## src/rtl/smb_alert_pkg.sv

```systemverilog
package smb_alert_pkg;
  localparam int unsigned ADDR_W = 7;
  localparam logic [ADDR_W-1:0] ALERT_RESP_ADDR = 7'b0001100;

  typedef enum logic [2:0] {
    ST_IDLE,
    ST_ADDR,
    ST_ACKWAIT,
    ST_ACK,
    ST_SEND,
    ST_HACK,
    ST_SKIP
  } ara_state_e;
endpackage

```

## src/rtl/smb_line_monitor.sv

```systemverilog
module smb_line_monitor #(
  parameter int unsigned SYNC_STAGES = 2
) (
  input  logic clk,
  input  logic rst_n,
  input  logic scl_i,
  input  logic sda_i,
  output logic sda_lvl,
  output logic scl_rise,
  output logic scl_fall,
  output logic start_det,
  output logic stop_det
);
  localparam int unsigned LAST = SYNC_STAGES - 1;

  logic [SYNC_STAGES-1:0] scl_sync, sda_sync;
  logic scl_q, sda_q, scl_now;

  assign scl_now = scl_sync[LAST];
  assign sda_lvl = sda_sync[LAST];

  // idle bus reads high, so the stages reset to 1
  always_ff @(posedge clk or negedge rst_n) begin
    if (!rst_n) begin
      scl_sync <= '1;
      sda_sync <= '1;
      scl_q    <= 1'b1;
      sda_q    <= 1'b1;
    end else begin
      scl_sync <= {scl_sync[SYNC_STAGES-2:0], scl_i};
      sda_sync <= {sda_sync[SYNC_STAGES-2:0], sda_i};
      scl_q    <= scl_now;
      sda_q    <= sda_lvl;
    end
  end

  assign scl_rise  =  scl_now & ~scl_q;
  assign scl_fall  = ~scl_now &  scl_q;
  assign start_det =  scl_now &  scl_q &  sda_q & ~sda_lvl;
  assign stop_det  =  scl_now &  scl_q & ~sda_q &  sda_lvl;
endmodule

```

## src/rtl/smb_ara_fsm.sv

```systemverilog
module smb_ara_fsm
  import smb_alert_pkg::*;
(
  input  logic              clk,
  input  logic              rst_n,
  input  logic              sda_lvl,
  input  logic              scl_rise,
  input  logic              scl_fall,
  input  logic              start_det,
  input  logic              stop_det,
  input  logic              irq_set,
  input  logic [ADDR_W-1:0] dev_addr,
  output logic              sda_pull,
  output logic              clr_req,
  output logic              arb_lost
);
  localparam int unsigned BYTE_W = ADDR_W + 1;
  localparam int unsigned CNT_W  = $clog2(BYTE_W);
  localparam logic [CNT_W-1:0] CNT_LAST = CNT_W'(BYTE_W - 1);
  localparam logic [BYTE_W-1:0] ARA_READ = {ALERT_RESP_ADDR, 1'b1};

  ara_state_e        state_q, state_d;
  logic [CNT_W-1:0]  cnt_q, cnt_d;
  logic [BYTE_W-1:0] rx_q, rx_d, tx_q, tx_d;
  logic              lost_q, lost_d;
  logic [BYTE_W-1:0] rx_shift;

  assign rx_shift = {rx_q[BYTE_W-2:0], sda_lvl};

  always_comb begin
    state_d = state_q;
    cnt_d   = cnt_q;
    rx_d    = rx_q;
    tx_d    = tx_q;
    lost_d  = lost_q;
    clr_req = 1'b0;
    if (start_det) begin
      state_d = ST_ADDR;
      cnt_d   = '0;
      lost_d  = 1'b0;
    end else if (stop_det) begin
      state_d = ST_IDLE;
    end else begin
      unique case (state_q)
        ST_ADDR: if (scl_rise) begin
          rx_d = rx_shift;
          if (cnt_q == CNT_LAST) begin
            cnt_d   = '0;
            state_d = (rx_shift == ARA_READ && irq_set) ? ST_ACKWAIT : ST_SKIP;
          end else begin
            cnt_d = cnt_q + 1'b1;
          end
        end
        ST_ACKWAIT: if (scl_fall) state_d = ST_ACK;
        ST_ACK: if (scl_fall) begin
          state_d = ST_SEND;
          cnt_d   = '0;
          tx_d    = {dev_addr, 1'b1};
          lost_d  = 1'b0;
        end
        ST_SEND: begin
          if (scl_rise && tx_q[BYTE_W-1] && !sda_lvl) lost_d = 1'b1;
          if (scl_fall) begin
            tx_d = {tx_q[BYTE_W-2:0], 1'b1};
            if (cnt_q == CNT_LAST) state_d = ST_HACK;
            else cnt_d = cnt_q + 1'b1;
          end
        end
        ST_HACK: if (scl_rise) begin
          clr_req = ~lost_q;
          state_d = ST_SKIP;
        end
        default: ;
      endcase
    end
  end

  always_ff @(posedge clk or negedge rst_n) begin
    if (!rst_n) begin
      state_q <= ST_IDLE;
      cnt_q   <= '0;
      rx_q    <= '0;
      tx_q    <= '1;
      lost_q  <= 1'b0;
    end else begin
      state_q <= state_d;
      cnt_q   <= cnt_d;
      rx_q    <= rx_d;
      tx_q    <= tx_d;
      lost_q  <= lost_d;
    end
  end

  assign sda_pull = (state_q == ST_ACK) |
                    ((state_q == ST_SEND) & ~tx_q[BYTE_W-1] & ~lost_q);
  assign arb_lost = lost_q;
endmodule

```

## src/rtl/smb_irq_latch.sv

```systemverilog
module smb_irq_latch (
  input  logic clk,
  input  logic rst_n,
  input  logic set_evt,
  input  logic clr_req,
  output logic pending
);
  logic pend_q, pend_en, pend_d;

  // a set in the clearing cycle wins
  always_comb begin
    pend_en = set_evt | clr_req;
    pend_d  = set_evt;
  end

  always_ff @(posedge clk or negedge rst_n) begin
    if (!rst_n)       pend_q <= 1'b0;
    else if (pend_en) pend_q <= pend_d;
  end

  assign pending = pend_q;
endmodule

```

## src/rtl/smb_alert_responder.sv

```systemverilog
module smb_alert_responder
  import smb_alert_pkg::*;
#(
  parameter int unsigned SYNC_STAGES = 2
) (
  input  logic              clk,
  input  logic              rst_n,
  input  logic              scl_i,
  input  logic              sda_i,
  input  logic              fault_evt_i,
  input  logic [ADDR_W-1:0] dev_addr_i,
  output logic              sda_drive_low_o,
  output logic              alert_drive_o,
  output logic              irq_pending_o
);
  logic [1:0] rst_pipe;
  logic rst_sync_n;
  logic sda_lvl, scl_rise, scl_fall, start_det, stop_det;
  logic clr_pulse, arb_lost, pending;

  always_ff @(posedge clk or negedge rst_n) begin
    if (!rst_n) rst_pipe <= '0;
    else        rst_pipe <= {rst_pipe[0], 1'b1};
  end
  assign rst_sync_n = rst_pipe[1];

  smb_line_monitor #(.SYNC_STAGES(SYNC_STAGES)) i_mon (
    .clk(clk), .rst_n(rst_sync_n), .scl_i(scl_i), .sda_i(sda_i),
    .sda_lvl(sda_lvl), .scl_rise(scl_rise), .scl_fall(scl_fall),
    .start_det(start_det), .stop_det(stop_det)
  );

  smb_ara_fsm i_fsm (
    .clk(clk), .rst_n(rst_sync_n), .sda_lvl(sda_lvl),
    .scl_rise(scl_rise), .scl_fall(scl_fall),
    .start_det(start_det), .stop_det(stop_det),
    .irq_set(pending), .dev_addr(dev_addr_i),
    .sda_pull(sda_drive_low_o), .clr_req(clr_pulse), .arb_lost(arb_lost)
  );

  smb_irq_latch i_latch (
    .clk(clk), .rst_n(rst_sync_n), .set_evt(fault_evt_i),
    .clr_req(clr_pulse), .pending(pending)
  );

  assign alert_drive_o = pending;
  assign irq_pending_o = pending;
endmodule

```

## config.mk

```make
export PLATFORM = sky130hd
export DESIGN_NAME = smb_alert_responder
export DESIGN_NICKNAME = d
export VERILOG_FILES = /design/src/rtl/smb_alert_pkg.sv /design/src/rtl/smb_line_monitor.sv /design/src/rtl/smb_ara_fsm.sv /design/src/rtl/smb_irq_latch.sv /design/src/rtl/smb_alert_responder.sv
export SDC_FILE = /design/constraint.sdc
export NUM_CORES = 1
export LEC_CHECK = 0
export CAP_MARGIN = 20
export CORE_MARGIN = 3
export CORE_UTILIZATION = 58
export CTS_BUF_LIST = sky130_fd_sc_hd__clkbuf_4
export DETAILED_ROUTE_END_ITERATION = 16
export PLACE_DENSITY_LB_ADDON = 0.05
export SYNTH_ARGS = -nofsm -noshare
export SYNTH_HDL_FRONTEND = slang
export SYNTH_SLANG_ARGS = --single-unit
```

## constraint.sdc

```tcl
create_clock -name clk -period 1.4 [get_ports clk]
set_input_delay 0.21 -clock clk [delete_from_list [all_inputs] [get_ports clk]]
set_output_delay 0.21 -clock clk [all_outputs]
set_load 0.03 [all_outputs]
```

==> results.py, run 1 <==
metrics = {
    "status": {
        "outcome": "aborted with a tool error",
        "failing_step": "global routing",
        "stop_error": "[ERROR DPL-0033] detailed placement checks failed during check placement.",
    },
    "yosys": {
        "synth-edff-count": 0,
        "syn_inst": 132,
        "netlist_area_um2": 1440,
        "yosys_warnings": 0,
        "synth_nets": 147,
        "ys.flop_type": "dfrtp_1",
        "synth.distinct_cells": 38,
        "ys_async_sr_fraction": 1.00,
        "ys_ff_latch": 30,
        "syn_area_per_cell_um2": 10.9,
        "yosysSeqAreaShare": 0.534,
    },
    "floorplanning": {
        "row_count": 17,
        "die_h_um": 55.7,
        "start_util": 0.631,
        "ios": 15,
        "fp.dieW_um": 55.7,
    },
    "placement": {
        "dp_hpwl_um": 2230,
        "place_congestion": 0.860,
        "io_buffers": 14,
    },
    "clock_tree": {
        "cts_root_buf": "clkbuf_4",
        "postCtsHoldBufs": 0,
        "numCtsBuffers": 5,
        "htree_levels": 2,
        "clock_sinks": 30,
        "cts_buffer_depth": 2,
    },
    "global_route": {
        "antenna_found_initial": 0,
        "grt_max_degree": 17,
    },
    "sta": {
        "worstEndpointType": "register input",
        "grt_repair_worst_endpoint": "i_fsm.cnt_q[2]$_DFFE_PN0P_/D",
    },
}
timing repair:
| item | 4_1_cts |
|---|---|
| setup endpoints to repair | 25 |
| cloned | 1 |
| pin swaps | 15 |
| buffers inserted | 11 |
| gates resized for setup | 54 |
Yosys cell counts (all sizes together), types with 4 or more instances:
library cell | count | area share
a31oi | 8 | 0.039
o21ai | 5 | 0.017
buf | 5 | 0.028
mux2 | 10 | 0.078
dfstp | 13 | 0.24
a21oi | 4 | 0.017
nor2b | 4 | 0.017
dfrtp | 17 | 0.30
nand2b | 4 | 0.017
nand2 | 19 | 0.050
nor2 | 12 | 0.031
cell families after synthesis:
logic type / synth area share
and+or+nand+nor: 0.202
DFF: 0.534
AOI/OAI and AO/OA: 0.114
muxes: 0.0785
buffers and inverters: 0.0357
adders and majority gates: 0.0262
other: 0.00261
xor gates and xnor gates: 0.00610
stage by stage:
step,cell area [µm²],setup WS [ps],hold WS (ps),cells,util
4_1_cts,2140,-452,21.3,210,0.942
3_5_place_dp,1770,-433,262,192,0.776
3_3_place_gp,1770,-340,247,192,0.776
2_1_floorplan,1450,-420,-85.6,132,-
==> run 2, diff against run 1 <==
--- a/config.mk
+++ b/config.mk
@@ -6,11 +6,10 @@
 export NUM_CORES = 1
 export LEC_CHECK = 0
 export CAP_MARGIN = 20
-export CORE_MARGIN = 3
-export CORE_UTILIZATION = 58
-export CTS_BUF_LIST = sky130_fd_sc_hd__clkbuf_4
+export CORE_AREA = 3 3 64 66
 export DETAILED_ROUTE_END_ITERATION = 16
-export PLACE_DENSITY_LB_ADDON = 0.05
+export DIE_AREA = 0 0 67 69
+export PLACE_DENSITY_LB_ADDON = 0.15
 export SYNTH_ARGS = -nofsm -noshare
 export SYNTH_HDL_FRONTEND = slang
 export SYNTH_SLANG_ARGS = --single-unit
==> run 2 against run 1 <==
Compared with the run above:
- the flow now finishes, with violations (setup timing)
- synthesized cell count did not move
- synthesized area did not move
==> results.py, run 2 <==
metrics = {
    "sta": {
        "min_period_ps": 1770,
        "rsz0062_at_grt": "true",
        "hold_viol_final": 0,
        "slew_violations": 0,
        "setup_ws_ps": -374,
        "fin_crit_sh": 1.27,
        "setup_violations": 21,
        "tns_ps": -4520,
        "max_freq_mhz": 564,
        "skew_ps": 7.72,
    },
    "finish": {
        "fin_util": 0.584,
        "nNetsFinal": 193,
        "layout_common_cells": "buf_4, dfrtp_1, nand2_1",
        "areaGrowthSynthToFinish_pct": 48.0,
        "fill_cells": 311,
        "final_common_cell": "buf_4",
        "antennaDiodeCount": 0,
        "top_regs": "i_fsm.rx_q x7, i_fsm.tx_q x7",
        "final_cells": 227,
        "drive_gt1_frac": 0.447,
    },
    "yosys": {
        "synthTopCellsByArea": "dfrtp_1, dfstp_2, mux2_2",
        "synth_top_family_by_area": "simple AND/OR/NAND/NOR gates",
        "muxShareOfSynthArea": 0.0785,
        "syn_area_per_cell_um2": 10.9,
        "synth-adder-area-share": 0.0262,
        "syn_inst": 132,
        "synth_xor_area_frac": 0.00610,
        "yosysMostFrequentCell": "nand2_1",
        "ys_ff_latch": 30,
        "synth_compound_area_frac": 0.114,
        "yosys_warnings": 0,
        "yosysSeqAreaShare": 0.534,
        "synth_common_cells": "nand2_1, dfrtp_1, dfstp_2",
        "netlist_area_um2": 1440,
        "yosys.area.top_type_share": 0.296,
        "synth_nets": 147,
        "synthSimpleGateAreaFrac": 0.202,
        "synth-edff-count": 0,
        "synth.distinct_cells": 38,
        "ys_async_sr_fraction": 1.00,
        "ys.flop_type": "dfrtp_1",
        "yosysTopAreaCell": "dfrtp_1",
    },
    "floorplanning": {
        "ios": 15,
        "start_util": 0.395,
        "row_count": 22,
        "core_region_area_um2": 3630,
        "dieArea_um2": 4620,
        "die_h_um": 69,
        "fp.dieW_um": 67,
    },
    "pwr": {
        "cellLeakagePower_nw": 0.938,
        "finalPower_w": 0.00385,
        "ir_drop_uv": 923,
        "power_density_nw_per_um2": 1810,
    },
    "placement": {
        "pre_cts_ws_ps": -360,
        "placed_cells": 210,
        "place_congestion": 0.851,
        "io_buffers": 14,
        "dp_hpwl_um": 2070,
    },
    "critical_path": {
        "critPathKind": "reg -> out",
        "cp-start-kind": "flip-flop",
        "cp.required_ps": 1190,
        "rr_worst_depth": 5,
        "crit_start": "i_fsm.state_q[1]",
        "crit_path_end_kind": "output pin",
        "reg2reg_from": "i_fsm.state_q[1]",
        "arrival_ps": 1560,
        "crit_path_max_fanout": 2,
        "r2r_slack_ps": -320,
        "r2r_end": "i_fsm.cnt_q[1]",
    },
    "clock_tree": {
        "numCtsBuffers": 5,
        "path_clk_slew_ps": 60,
        "postCtsHoldBufs": 0,
        "htree_levels": 2,
        "worstSkewPairLatency_ps": 290,
        "clock_sinks": 30,
        "cts_buffer_depth": 2,
        "cts_tree": "yes",
        "cts_root_buf": "clkbuf_8",
    },
    "route": {
        "vias": 1136,
        "drt_iter0_markers": 67,
        "firstDrtPassIters": 4,
        "viasPerCell": 5.00,
        "drtAntennaViolNets": 0,
        "wire_per_inst_um": 13.6,
        "routed_wl_um": 3090,
        "remaining_drc_errors": 0,
    },
    "status": {
        "outcome": "finished, violations left",
        "violations": "setup timing",
    },
    "global_route": {
        "antenna_found_initial": 0,
        "grt_max_degree": 29,
        "gr-total-overflow": 0,
        "grt_pass1_wl_um": 5400,
        "first_global_vias": 1181,
        "grt_usage": 0.156,
    },
    "job": {
        "maxCapViolCount": 0,
    },
    "min_path": {
        "hold_class": "in -> async",
    },
}
run 2: cell type report:
cell class	instances	area (µm²)	share of cell area
sequential	30	767	0.361
multi-input combinational	94	763	0.359
inverter	2	7.51	0.00354
timing repair buffer	45	430	0.203
clock buffer	6	82.6	0.0389
tap	48	60.1	0.0283
clock inverter	2	12.5	0.00589
run 2: power by group:
group / internal [W] / leakage (nW) / switching, W
Clock: 0.000394 / 0.0472 / 0.000326
Combinational: 0.000960 / 0.540 / 0.000785
Sequential: 0.00120 / 0.351 / 0.000187
Total: 0.00255 / 0.938 / 0.00130
run 2: how the worst max path moves through the flow:
stage,to
after floorplan,i_fsm.cnt_q[0]
after global placement,i_fsm.state_q[0]
after detailed placement,i_fsm.cnt_q[2]
after CTS,sda_drive_low_o
after global routing,sda_drive_low_o
final,sda_drive_low_o
run 2: cells by family (layout without fill, tap and decap cells):
logic type / count (synthesis) / after routing
other: 1 / 1
adders and majority gates: 3 / 3
AOI/OAI and AO/OA: 24 / 24
xor gates and xnor gates: 1 / 1
buffers and inverters: 8 / 55
and+or+nand+nor: 55 / 55
DFF: 30 / 30
muxes: 10 / 10
run 2: what timing repair did:
item	in CTS	in global routing
setup endpoints to repair	25	23
pin swaps	12	6
resized for setup	36	6
setup buffers	5	3
gates cloned	1	0
run 2: worst max-delay path, cell delays in order, from the launching register on:
cell and delay (ps):
dfrtp_1 380, or3b_4 420, buf_6 140, o31ai_4 180, buf_6 160
run 2: stage by stage:
stage,hold slack [ps],instance area [µm²]
2_1_floorplan,-85.6,1450
3_3_place_gp,246,1780
3_5_place_dp,251,1780
4_1_cts,76.0,2080
5_1_grt,70.9,2120
6_report,83.5,2120
run 2: layer usage:
| layer | track usage | up-vias | part of all wire |
|---|---|---|---|
| met5 | 0 | - | 0 |
| met4 | 0.0743 | 0 | 0.022 |
| met3 | 0.0489 | 6 | 0.034 |
| met2 | 0.236 | 13 | 0.49 |
| met1 | 0.198 | 563 | 0.45 |
| li1 | - | 554 | - |
No activity file was read; power rests on OpenSTA's default activity.
==> run 3, diff against run 2 <==
--- a/config.mk
+++ b/config.mk
@@ -6,9 +6,9 @@
 export NUM_CORES = 1
 export LEC_CHECK = 0
 export CAP_MARGIN = 20
-export CORE_AREA = 3 3 64 66
+export CORE_AREA = 5 5 66 68
 export DETAILED_ROUTE_END_ITERATION = 16
-export DIE_AREA = 0 0 67 69
+export DIE_AREA = 0 0 71 73
 export PLACE_DENSITY_LB_ADDON = 0.15
 export SYNTH_ARGS = -nofsm -noshare
 export SYNTH_HDL_FRONTEND = slang
==> run 3 against run 2 <==
Compared with the run above:
- the run still ends with setup timing left
- sequential share of layout area decreased by 0.42 points
- sequential power barely moved
- fmax is 1.6% higher
- wire length increased by 4.2%
- non-clock buffer count up 1
- critical path depth is 2 higher
- first-iteration DRC count decreased by 27%
- clock-buffer cell count is the same
- largest power group unchanged
- highest routed layer unchanged
==> results.py, run 3 (synthesis gave the netlist of run 2 again) <==
metrics = {
    "finish": {
        "areaGrowthSynthToFinish_pct": 49.7,
        "nNetsFinal": 194,
        "design_area_um2": 2150,
        "layout_common_cells": "buf_4, dfrtp_1, nand2_1",
        "fill_cells": 357,
        "final_common_cell": "buf_4",
        "top_regs": "i_fsm.rx_q x7, i_fsm.tx_q x7",
        "fin_util": 0.566,
        "final_cells": 230,
        "drive_gt1_frac": 0.467,
        "antennaDiodeCount": 0,
    },
    "critical_path": {
        "cp.required_ps": 1620,
        "crit_path_end_kind": "flip-flop",
        "crit_path_cell_trace": "buf_4 > and3b_1 > o211ai_1 > and2_4 > or4_1 > nand3_1",
        "slowest_stage": "dfstp_2",
        "max_stage_delay_ps": 550,
        "cp-start-kind": "flip-flop",
        "crit_path_max_fanout": 4,
        "critPathKind": "reg -> reg",
        "arrival_ps": 1960,
    },
    "route": {
        "routed_wl_um": 3210,
        "vias": 1131,
        "viasPerCell": 4.92,
        "firstDrtPassIters": 4,
        "wire_per_inst_um": 14.0,
        "remaining_drc_errors": 0,
        "drtAntennaViolNets": 0,
        "drt_iter0_markers": 49,
    },
    "placement": {
        "placed_cells": 215,
        "pre_cts_ws_ps": -394,
        "dp_hpwl_um": 2180,
        "place_congestion": 0.866,
        "dpl_cell_area_um2": 1800,
        "io_buffers": 14,
    },
    "global_route": {
        "antenna_found_initial": 0,
        "grt_usage": 0.139,
        "first_global_vias": 1151,
        "gr-total-overflow": 0,
        "grt_max_degree": 18,
        "grt_pass1_wl_um": 5440,
    },
    "clock_tree": {
        "path_clk_slew_ps": 60,
        "numCtsBuffers": 5,
        "cts_buffer_depth": 2,
        "worstSkewPairLatency_ps": 280,
        "clock_sinks": 30,
        "cts_root_buf": "clkbuf_8",
        "postCtsHoldBufs": 0,
        "htree_levels": 2,
        "cts_tree": "yes",
    },
    "sta": {
        "setup_violations": 22,
        "fin_crit_sh": 1.25,
        "max_freq_mhz": 573,
        "min_period_ps": 1750,
        "rsz0062_at_grt": "true",
        "tns_ps": -5000,
        "slew_violations": 0,
        "setup_ws_ps": -347,
        "skew_ps": 2.29,
        "hold_viol_final": 0,
    },
    "floorplanning": {
        "fp.dieW_um": 71,
        "ios": 15,
        "die_h_um": 73,
        "start_util": 0.378,
        "dieArea_um2": 5180,
        "core_region_area_um2": 3800,
        "row_count": 23,
    },
    "pwr": {
        "power_density_nw_per_um2": 1820,
        "cellLeakagePower_nw": 0.957,
        "ir_drop_uv": 797,
    },
    "job": {
        "maxCapViolCount": 0,
    },
    "status": {
        "violations": "setup timing",
        "outcome": "finished, violations left",
    },
    "min_path": {
        "hold_class": "in -> async",
    },
}
## run 3: changes by cell type in the layout (fill, tap and decap cells not counted), sizes merged
cell	before	now
buf	32	33
## run 3: critical path, delay by kind of cell (launching register included)
family | cells | cell delay [ps]
compound gates | 1 | 100
buf+inv | 1 | 130
flops | 1 | 550
simple gates | 4 | 910
## run 3: final timing paths
path,startpoint,to,slack [ps],cells after the start
setup / recovery,i_mon.scl_sync[1],i_fsm.state_q[0],-350,6
min in group clk,sda_i,i_mon.sda_sync[0],330,1
hold / removal,rst_n,rst_pipe[1],80,1
setup reg to reg,i_mon.scl_sync[1],i_fsm.state_q[0],-350,6
max in group asynchronous,rst_pipe[1],i_mon.scl_q,940,1
hold reg to reg,rst_pipe[1],i_fsm.arb_lost,180,1
## run 3: repair_timing
| item | 4_1_cts | 5_1_grt |
|---|---|---|
| resized for setup | 36 | 12 |
| setup endpoints to repair | 25 | 23 |
| buffers inserted | 4 | 4 |
| pin swaps | 8 | 6 |
## run 3: final cells by class
| cell class | count | area (µm²) | share of cell area |
|---|---|---|---|
| clock buffers | 6 | 82.6 | 0.0384 |
| clock inverters | 2 | 12.5 | 0.00582 |
| repair buffers | 46 | 414 | 0.193 |
| inverters | 2 | 7.51 | 0.00349 |
| multi-input cells | 94 | 802 | 0.373 |
| flip-flops and latches | 30 | 767 | 0.357 |
| well taps | 50 | 62.6 | 0.0291 |
## run 3: metrics by stage
stage                     total power [W]  hold WS (ps)
after global placement            0.00263           187
after floorplan                   0.00224         -85.6
after global routing              0.00420          65.0
final                             0.00391          84.3
after CTS                         0.00381          72.6
after detailed placement          0.00269           182
## run 3: layer usage
metal	vias to the layer above	GRT usage	share of wire	routed length, µm
met5	-	0	0	0
met4	0	0.0626	0.0084	27
met3	4	0.0468	0.038	122
met2	22	0.207	0.49	1570
met1	548	0.183	0.46	1490
li1	557	-	-	-
## run 3: where the power goes
group          internal (W)  switching [W]
Sequential          0.00120       0.000188
Combinational      0.000959       0.000842
Clock              0.000394       0.000325
==> run 4, diff against run 3 <==
--- a/config.mk
+++ b/config.mk
@@ -5,10 +5,11 @@
 export SDC_FILE = /design/constraint.sdc
 export NUM_CORES = 1
 export LEC_CHECK = 0
+export ABC_AREA = 1
 export CAP_MARGIN = 20
-export CORE_AREA = 5 5 66 68
+export CORE_MARGIN = 5
+export CORE_UTILIZATION = 40
 export DETAILED_ROUTE_END_ITERATION = 16
-export DIE_AREA = 0 0 71 73
 export PLACE_DENSITY_LB_ADDON = 0.15
 export SYNTH_ARGS = -nofsm -noshare
 export SYNTH_HDL_FRONTEND = slang
==> run 4 against run 3 <==
Compared with the run above:
- the run still ends with setup timing left
- clock skew is 5.9 ps higher
- clock power grew 1%
- largest power group unchanged
- critical path type is now reg -> out
- flip-flop and latch count unchanged
- clock-buffer cell count did not move
- total power rose by 9.5%
- cell area grew 6.6%
- die area increased by 5.7%
- final cell count is 27% higher
==> results.py, run 4 <==
metrics = {
    "status": {
        "outcome": "finished, violations left",
        "violations": "setup timing",
    },
    "critical_path": {
        "critPathKind": "reg -> out",
        "cp.required_ps": 1190,
        "rr_worst_depth": 8,
        "cp-start-kind": "flip-flop",
        "crit_path_max_fanout": 8,
        "arrival_ps": 1310,
        "crit_path_end_kind": "output pin",
    },
    "finish": {
        "final_common_cell": "nand2_1",
        "top_regs": "i_fsm.rx_q x7, i_fsm.tx_q x7",
        "fin_util": 0.572,
        "regArea_um2": 768,
        "design_area_um2": 2290,
        "areaGrowthSynthToFinish_pct": 39.7,
        "layout_common_cells": "nand2_1, buf_4, inv_1",
        "nNetsFinal": 255,
        "fill_cells": 365,
        "multi_input_area_um2": 877,
        "drive_gt1_frac": 0.461,
        "antennaDiodeCount": 0,
    },
    "sta": {
        "skew_ps": 8.19,
        "max_freq_mhz": 657,
        "setup_violations": 9,
        "tns_ps": -358,
        "hold_viol_final": 0,
        "holdWs_ps": 81.8,
        "rsz0062_at_grt": "true",
        "min_period_ps": 1520,
        "setup_ws_ps": -122,
        "fin_crit_sh": 1.09,
        "slew_violations": 0,
    },
    "placement": {
        "dpl_cell_area_um2": 1930,
        "io_buffers": 14,
        "place_congestion": 0.823,
        "dp_hpwl_um": 2340,
    },
    "pwr": {
        "finalPower_w": 0.00428,
        "power_density_nw_per_um2": 1870,
        "ir_drop_uv": 827,
        "cellLeakagePower_nw": 1.16,
    },
    "yosys": {
        "ys_async_sr_fraction": 1.00,
        "syn_area_per_cell_um2": 8.54,
        "yosys.area.top_type_share": 0.260,
        "synth_nets": 207,
        "yosysTopAreaCell": "dfrtp_1",
        "yosysSeqAreaShare": 0.468,
        "synth_common_cells": "nand2_1, inv_1, nor2_1",
        "netlist_area_um2": 1640,
        "synthTopCellsByArea": "dfrtp_1, dfstp_2, nand2_1",
        "syn_inst": 192,
        "synth-edff-count": 0,
        "yosys_warnings": 0,
        "synth.distinct_cells": 31,
        "ys.flop_type": "dfrtp_1",
        "ys_ff_latch": 30,
        "yosysMostFrequentCell": "nand2_1",
    },
    "global_route": {
        "antenna_found_initial": 0,
        "grt_usage": 0.135,
        "grt_busiest_layer": "met2",
        "use_met2": 0.221,
        "grt.met3_usage": 0.0365,
        "gr-total-overflow": 0,
        "first_global_vias": 1317,
        "grt_max_degree": 29,
        "met1_usage": 0.166,
        "grt_pass1_wl_um": 5610,
    },
    "clock_tree": {
        "clock_sinks": 30,
        "cts_root_buf": "clkbuf_8",
        "htree_levels": 2,
        "postCtsHoldBufs": 0,
        "cts_tree": "yes",
        "cts_buffer_depth": 2,
        "path_clk_slew_ps": 70,
        "worstSkewPairLatency_ps": 290,
        "numCtsBuffers": 5,
    },
    "route": {
        "remaining_drc_errors": 0,
        "wire_per_inst_um": 12.0,
        "firstDrtPassIters": 4,
        "viasPerCell": 4.91,
        "drt_iter0_markers": 48,
        "vias": 1430,
        "routed_wl_um": 3510,
        "drtAntennaViolNets": 0,
    },
    "floorplanning": {
        "dieArea_um2": 5480,
        "die_h_um": 74.0,
        "row_count": 23,
        "ios": 15,
        "core_region_area_um2": 4000,
        "fp.dieW_um": 74.0,
        "start_util": 0.410,
    },
    "job": {
        "maxCapViolCount": 0,
    },
    "min_path": {
        "hold_class": "in -> async",
    },
}
==> run 4: changes by cell type after synthesis, moves of 5 or more <==
cell | previous run | this run
inv_1 | 2 | 26
nand2_1 | 19 | 45
nand3_1 | 2 | 14
o21ai_1 | 1 | 6
nor2_1 | 12 | 20
a31oi_1 | 7 | 0
==> run 4: what timing repair did <==
item,4_1_cts,5_1_grt
cloned,0,1
pin swaps,3,17
endpoints found under the setup margin,7,15
buffers inserted,1,13
resized for setup,13,37
==> run 4: where the power goes <==
| part | total [W] | switching (W) | internal [W] | leakage, nW |
|---|---|---|---|---|
| logic | 0.00218 | 0.00122 | 0.000963 | 0.758 |
| registers | 0.00137 | 0.000170 | 0.00120 | 0.351 |
| clock network | 0.000727 | 0.000332 | 0.000394 | 0.0472 |
| total | 0.00428 | 0.00172 | 0.00256 | 1.16 |
==> run 4: worst paths after layout <==
check | end | slack, ps | startpoint
max | sda_drive_low_o | -120 | i_fsm.state_q[0]
min | rst_pipe[0] | 80 | rst_n
max reg2reg | i_fsm.cnt_q[0] | -60 | i_mon.scl_sync[1]
min reg2reg | i_fsm.rx_q[3] | 240 | rst_pipe[1]
max in group asynchronous | i_fsm.tx_q[1] | 850 | rst_pipe[1]
min in group clk | i_mon.scl_sync[0] | 330 | scl_i
==> run 4: area by class of cell <==
type,instances,area share
Clock inverter,2,0.00546
Multi-Input combinational cell,130,0.383
Inverter,30,0.0519
Sequential cell,30,0.336
Timing Repair Buffer,43,0.161
Clock buffer,6,0.0361
Tap cell,50,0.0273
==> run 4: per-stage QoR <==
stage | setup WS (ps) | std cells
2_1_floorplan | 22.2 | 192
3_3_place_gp | -41.6 | 268
3_5_place_dp | -74.2 | 268
4_1_cts | -170 | 277
5_1_grt | -184 | 291
6_report | -122 | 291
==> run 4: routing by layer <==
metal / wire [µm] / vias up
met2: 1790 / 35
li1: - / 712
met3: 157 / 9
met1: 1490 / 674
met4: 74 / 0
met5: 0 / -
==> run 4: critical path, cell delays in order, from the launching register on <==
cell and delay [ps]:
dfrtp_1 420, nor2_4 130, nand2_4 100, o31ai_4 200, buf_6 160
==> run 4: cell families after synthesis <==
logic type | Yosys count | synth area share
fa+ha+maj | 3 | 0.0229
flops | 30 | 0.468
other cells | 1 | 0.00229
buf+inv | 33 | 0.0924
mux | 4 | 0.0275
compound gates | 24 | 0.101
simple gates | 97 | 0.286
